$ cat src/rtl/poll_arb_pkg.sv
package poll_arb_pkg;
  // Strobes from the poll controller to the sequence datapath.
  typedef struct packed {
    logic restart;  // go back to entry 0 (bus idle)
    logic step;     // move to the next entry
    logic wrap;     // move to entry 0 after the last valid one
  } pollStrobe_t;
endpackage

$ cat src/rtl/poll_seq_datapath.sv
module poll_seq_datapath
  import poll_arb_pkg::*;
#(
  parameter int DEPTH = 8,
  parameter int ADDRW = 3,
  localparam int IDXW = (DEPTH > 1) ? $clog2(DEPTH) : 1
) (
  input  logic             clk,
  input  logic             rstN,
  input  pollStrobe_t      strobe,
  input  logic             cfgWrEn,
  input  logic [IDXW-1:0]  cfgWrIdx,
  input  logic [ADDRW-1:0] cfgWrData,
  input  logic             cfgLastWrEn,
  input  logic [IDXW-1:0]  cfgLastData,
  output logic [ADDRW-1:0] pollCount,
  output logic             atLast
);
  logic [ADDRW-1:0] seqTab [DEPTH];
  logic [IDXW-1:0]  entryPtr;
  logic [IDXW-1:0]  lastIdx;

  // Sequence table: one register per entry, loaded from the write port.
  generate
    for (genvar k = 0; k < DEPTH; k++) begin : gEntry
      always_ff @(posedge clk) begin
        if (!rstN)
          seqTab[k] <= ADDRW'(k);
        else if (cfgWrEn && (cfgWrIdx == IDXW'(k)))
          seqTab[k] <= cfgWrData;
      end
    end
  endgenerate

  always_ff @(posedge clk) begin
    if (!rstN)
      lastIdx <= IDXW'(DEPTH - 1);
    else if (cfgLastWrEn)
      lastIdx <= cfgLastData;
  end

  always_ff @(posedge clk) begin
    if (!rstN)
      entryPtr <= '0;
    else if (strobe.restart || strobe.wrap)
      entryPtr <= '0;
    else if (strobe.step)
      entryPtr <= entryPtr + IDXW'(1);
  end

  assign atLast    = (entryPtr >= lastIdx);
  assign pollCount = seqTab[entryPtr];
endmodule

$ cat src/rtl/poll_seq_control.sv
module poll_seq_control
  import poll_arb_pkg::*;
(
  input  logic        busReq,
  input  logic        busBusy,
  input  logic        claimNow,
  input  logic        atLast,
  output pollStrobe_t strobe,
  output logic        pollActive
);
  logic moveOn;

  always_comb begin
    pollActive     = busReq && !busBusy;
    // A slot with no answer is left after one cycle.
    moveOn         = pollActive && !claimNow;
    strobe.restart = !busReq && !busBusy;
    strobe.wrap    = moveOn && atLast;
    strobe.step    = moveOn && !atLast;
  end
endmodule

$ cat src/rtl/poll_device_cell.sv
module poll_device_cell #(
  parameter int ADDRW   = 3,
  parameter int MY_ADDR = 0
) (
  input  logic             clk,
  input  logic             rstN,
  input  logic             wantBus,
  input  logic             pollActive,
  input  logic [ADDRW-1:0] pollCount,
  output logic             hit,
  output logic             owner
);
  assign hit = wantBus && pollActive && (pollCount == ADDRW'(MY_ADDR));

  always_ff @(posedge clk) begin
    if (!rstN)
      owner <= 1'b0;
    else if (owner)
      owner <= wantBus;
    else
      owner <= hit;
  end
endmodule

$ cat src/rtl/poll_bus_arbiter.sv
module poll_bus_arbiter
  import poll_arb_pkg::*;
#(
  parameter int N     = 4,
  parameter int DEPTH = 8,
  parameter int ADDRW = $clog2(N) + 1,
  localparam int IDXW = (DEPTH > 1) ? $clog2(DEPTH) : 1
) (
  input  logic             clk,
  input  logic             rstN,
  input  logic [N-1:0]     devReq,
  input  logic             cfgWrEn,
  input  logic [IDXW-1:0]  cfgWrIdx,
  input  logic [ADDRW-1:0] cfgWrData,
  input  logic             cfgLastWrEn,
  input  logic [IDXW-1:0]  cfgLastData,
  output logic             busReq,
  output logic [ADDRW-1:0] pollCount,
  output logic             busBusy,
  output logic [N-1:0]     grant
);
  pollStrobe_t strobe;
  logic        pollActive;
  logic        atLast;
  logic [N-1:0] hitVec;

  assign busReq  = |devReq;
  assign busBusy = |grant;

  poll_seq_control uCtrl (
    .busReq    (busReq),
    .busBusy   (busBusy),
    .claimNow  (|hitVec),
    .atLast    (atLast),
    .strobe    (strobe),
    .pollActive(pollActive)
  );

  poll_seq_datapath #(.DEPTH(DEPTH), .ADDRW(ADDRW)) uPath (
    .clk        (clk),
    .rstN       (rstN),
    .strobe     (strobe),
    .cfgWrEn    (cfgWrEn),
    .cfgWrIdx   (cfgWrIdx),
    .cfgWrData  (cfgWrData),
    .cfgLastWrEn(cfgLastWrEn),
    .cfgLastData(cfgLastData),
    .pollCount  (pollCount),
    .atLast     (atLast)
  );

  generate
    for (genvar i = 0; i < N; i++) begin : gDev
      poll_device_cell #(.ADDRW(ADDRW), .MY_ADDR(i)) uCell (
        .clk       (clk),
        .rstN      (rstN),
        .wantBus   (devReq[i]),
        .pollActive(pollActive),
        .pollCount (pollCount),
        .hit       (hitVec[i]),
        .owner     (grant[i])
      );
    end
  endgenerate
endmodule

$ cat config.mk
export PLATFORM = sky130hd
export DESIGN_NAME = poll_bus_arbiter
export DESIGN_NICKNAME = d
export VERILOG_FILES = /design/src/rtl/poll_arb_pkg.sv /design/src/rtl/poll_seq_datapath.sv /design/src/rtl/poll_seq_control.sv /design/src/rtl/poll_device_cell.sv /design/src/rtl/poll_bus_arbiter.sv
export SDC_FILE = /design/constraint.sdc
export NUM_CORES = 1
export LEC_CHECK = 0
export BUFFER_PORTS_ARGS = -buffer_cell sky130_fd_sc_hd__buf_2
export CAP_MARGIN = 20
export CELL_PAD_IN_SITES_DETAIL_PLACEMENT = 1
export CELL_PAD_IN_SITES_GLOBAL_PLACEMENT = 1
export CORE_MARGIN = 2
export CORE_UTILIZATION = 40
export DETAILED_ROUTE_END_ITERATION = 8
export PLACE_DENSITY = 0.73
export RECOVER_POWER = 50
export REMOVE_ABC_BUFFERS = 1
export SLEW_MARGIN = 20
export SYNTH_ARGS = -nofsm -noshare
export SYNTH_HDL_FRONTEND = slang
export SYNTH_SLANG_ARGS = --single-unit
$ cat constraint.sdc
create_clock -name clk -period 2.3 [get_ports clk]
set_clock_uncertainty 0.15 [all_clocks]
set_input_delay 0.46 -clock clk [delete_from_list [all_inputs] [get_ports clk]]
set_output_delay 0.46 -clock clk [all_outputs]
set_load 0.005 [all_outputs]
* Yosys cells after proc, flatten, opt, wreduce, memory -nomap -nowiden *
Memories as Yosys holds them, arrays and structs flattened. A register that Yosys moved wholly into a read port is not among the register bits.
Index checks and enable logic that the tools add are counted.

word-level totals
  register bits = 10
  memory bits (writable) = 24
  memories kept = 1

memory list
  name          depth  width  read ports  clocked after memory_dff  wr ports  RTL line                 source
  uPath.seqTab  8      3      1           1                         8         poll_seq_datapath.sv:19  logic [ADDRW-1:0] seqTab [DEPTH];

operators by class
  $add $sub $neg = 1
  order comparisons = 1
  equality and inequality tests = 10
  multiplexer cells = 39
  bitwise gates (word level) = 9
  reductions and logical operators = 32

operator list
  cell                                            count
  two-way mux 3 bit                               10
  two-way mux 1 bit                               29
  logical AND 1 bit                               21
  == test 3 x 2 -> 1 bit (second input constant)  4
  == test 3 bit (second input constant)           4
  OR reduction 4 bit                              3
  OR 1 bit                                        8
  == test 3 x 1 -> 1 bit (second input constant)  2
  logical NOT 3 bit                               2
  logical NOT 1 bit                               4
  adder 3 x 1 -> 3 bit (second input constant)    1
  >= comparator 3 bit                             1
  OR reduction 2 bit                              1
  logical OR 1 bit                                1
  inverter 1 bit                                  1

* Depth between registers and ports, before layout *
  word-level depth = 12
  depth in mapped cells = 8
  gate-level depth less buffers = 8

* Hierarchy *
Synthesis repeated with hierarchy kept, for this count alone.

unflattened totals
  cells, all modules = 142
  area, all modules = 1,804.2 um^2

modules (own cells, without submodules)
  module                                times used  cells an instance  area an instance (um^2)  sequential area each (um^2)
  poll_seq_datapath                     1           119                1,542.7                  900.9
  poll_device_cell (gDev[1].uCell ...)  2           4                  50.0                     20.0
  poll_device_cell (gDev[0].uCell)      1           4                  51.3                     20.0
  poll_device_cell (gDev[3].uCell)      1           4                  47.5                     20.0
  poll_seq_control                      1           4                  40.0                     0.0
  poll_bus_arbiter                      1           3                  22.5                     0.0

* Worst setup path before layout *
Ideal clock, no wire load.

  path kind = register to register
  start point = register with a tool-made name
  end point = register with a tool-made name
  setup time = 0.072 ns
  arrival time = 2.103 ns
  setup slack = -0.025 ns
  stages on the path, launching flop included = 9
  buffers on the path = 2
  cells stage by stage = dfxtp_1 > buf_6 > mux4_2 > mux2_4 > mux2_4 > o211ai_2 > and2_1 > buf_6 > mux2i_1

==> metrics.md <==
| Metric | Value |
|---|---|
| Multiplexer share of the synthesized area | 12.3% |
| Overflow after GRT | 0 |
| Pleak | 0.856 nW |
| Cts hold-fix bufs | 0 |
| Sequential fraction of the synthesis area | 52.9% |
| Commonest non-fill, non-tap cells in the layout | edfxtp_1, buf_2, nand2_1 |
| CTS sink cnt | 37 |
| Max clock buf depth | 2 |
| Fin nets | 212 |
| PortBufs | 25 |
| Post-Synth XOR/XNOR Area | 0% |
| Syn avg cell area | 11.5 um^2 |
| Kind of end point of the critical path | output port |
| Clock Latency Late Sink | 0.29 ns |
| YS warnings | 0 |
| Layout cells sized above 1 | 25.0% |
| Num rows | 24 |
| Status | complete, but fails checks |
| R2R Path End | uPath.entryPtr[1] |
| RSZ-0062 raised after global routing | true |
| Area growth, synth to finish | 16.1% |
| Flops & latches, synth | 37 |
| Pwr per Cell Area | 894 mW/mm^2 |
| Worst slew pin tran | 0.612 ns |
| Die area | 0.00520 mm^2 |
| First-pass GRT wire length | 6.82 mm |
| Final WL | 4.24 mm |
| Final setup fails | 5 |
| Initial core utilization | 42.0% |
| Slew Limit Fails | 0 |
| Clock slew at reported path FFs | 0.07 ns |
| FF-to-FF setup slack | -0.03 ns |
| Final setup TNS | -0.0887 ns |
| Drt wl/cell | 17.4 um |
| Final Worst Setup Slack | -0.0307 ns |
| Fmax | 429 MHz |
| Total GRT Usage | 17.8% |
| Initial DRC count | 52 |
| Die H | 72.1 um |
| Final Util | 48.8% |
| Synth Instances | 161 |
| Final RePlAce weighted congestion | 0.872 |
| Crit Path Class | reg2out |
| Max_slew headroom | 58.8% |
| Clock root cell | clkbuf_8 |
| Hold Violations, Final | 0 |
| Worst hold margin | 0.236 ns |
| VDD IR-drop max | 0.364 mV |
| Min cycle time layout | 2.33 ns |
| Post-synthesis cell area | 0.00185 mm^2 |
| Core Area | 0.00441 mm^2 |
| Vias | 1317 |
| Netlist cell types | 35 |
| CP arrival | 1.72 ns |
| Post-Synth Simple-Gate Area | 17.2% |
| Worst setup SP type | flop |
| Failing checks | negative setup slack |
| Largest net degree at the start of global routing | 12 |
| CP Data Required Time | 1.69 ns |
| Hold WC Path Type | in2reg |
| Maximum fanout along the worst path | 5 |
| Drt pass-1 iters | 4 |
| Initial antenna violation count | 0 |
| IO Count | 26 |
| Post-DP HPWL | 3.29 mm |
| Largest family of logic cells by synthesized area | simple AND/OR/NAND/NOR gates |
| Most common cell after layout, fill and taps aside | edfxtp_1 |
| Fin crit share | 101% |
| Vias per cell | 5.40 |
| Total CTS buffers | 5 |
| CTS tree | done |
| Adder-Cell Fraction of Synth Area | 2.70% |
| DR DRC count | 0 |
| Antenna diode count | 0 |
| H-tree Lvls | 2 |
| Post-placement setup slack | -0.248 ns |
| Post-DRT Antenna Nets | 0 |
| Compound-Gate Fraction of Synth Area | 9.24% |
| Die Wd | 72.1 um |
| Reg2Reg Depth | 6 |
| Crit path to | pollCount[0] |
| Vias in the first global route | 1372 |
| Max-cap violations | 0 |
| Filler cell count | 493 |
[flip-flops by register name, summed over array words and instances (netlist names), named ones only]
name              cells
gDev.uCell.owner      4
uPath.entryPtr        3
uPath.lastIdx         3
uPath.seqTab         24
[where the power goes]
group	leakage (nW)	switching [mW]	total (mW)	internal, mW
Combinational	0.473	0.312	0.654	0.342
Clock	0.0399	0.220	0.431	0.211
Sequential	0.343	0.0584	0.838	0.779
[how the worst min path moves through the flow]
stage,endpoint,startpoint,slack (ns),cells after the start
3_3_place_gp,uPath.lastIdx[0],uPath.lastIdx[0],0.31,2
6_report,uPath.lastIdx[0],cfgLastData[0],0.24,3
5_1_grt,uPath.lastIdx[0],cfgLastData[0],0.24,3
3_5_place_dp,uPath.lastIdx[0],uPath.lastIdx[0],0.33,2
2_1_floorplan,uPath.lastIdx[0],uPath.lastIdx[0],0.30,2
4_1_cts,uPath.lastIdx[0],cfgLastData[0],0.24,3
[layout make-up]
| cell class | count | area (um^2) | area share (%) |
|---|---|---|---|
| clock buffer | 7 | 76.3 | 3.55 |
| clock inverter | 1 | 3.75 | 0.174 |
| inverter | 9 | 33.8 | 1.57 |
| multi-input combinational | 104 | 792 | 36.8 |
| sequential | 37 | 985 | 45.8 |
| tap | 52 | 65.1 | 3.02 |
| timing repair buffer | 34 | 196 | 9.13 |
[kinds of logic (layout without fill, tap and decap cells)]
group,count (synthesis),after routing
AND/OR/NAND/NOR,62,62
flip-flops,37,37
AO/OA/AOI/OAI,25,25
buffers and inverters,20,51
multiplexers,13,13
adder cells (fa/ha/maj),4,4
[metrics by stage]
step                      cells  total power [mW]  instance area, um^2
after floorplan             150              1.19                 1780
after global placement      233              1.36                 2020
after detailed placement    233              1.40                 2020
after CTS                   244              1.89                 2140
after global routing        244              2.03                 2150
final                       244              1.92                 2150
[cell usage after synthesis, drive strengths merged]
master,count,area share (%)
o31ai,2,0.81
or4,1,0.41
clkbuf,5,1.0
ha,4,2.7
nor3,6,1.6
nand3b,1,0.41
o211ai,3,1.5
a21oi,3,0.81
edfxtp,24,39
nor2,8,1.6
a41oi,1,0.47
inv,9,1.8
a21o,1,0.41
dfxtp,13,14
nand2b,5,1.7
or3,9,3.0
buf,6,2.8
nand2,17,3.4
a31oi,3,1.0
nand3,2,0.54
o22ai,2,0.67
o21a,1,0.41
nor4,2,0.67
mux2,3,2.2
o21ai,7,2.1
and2,11,3.8
mux4,6,7.9
mux2i,4,2.2
a41o,2,1.1
[timing repair]
item | CTS | global route
endpoints found under the hold margin | 0 | 0
endpoints found under the setup margin | 10 | 10
gates resized for setup | 9 | 3
buffers inserted | 3 | 0
[metal layers]
metal | share of wire, % | global-route usage (%) | up-vias
met2 | 50 | 30.8 | 39
met4 | 1.9 | 6.50 | 0
met1 | 43 | 21.6 | 620
met3 | 4.9 | 4.31 | 10
met5 | 0 | 0 | -
li1 | - | - | 648
[worst max-delay path, stage by stage, from the launching register on]
cell and delay [ns]:
dfxtp_4 0.39, mux4_1 0.59, mux2_4 0.32, buf_2 0.14
(Power assumes the default switching activity.)
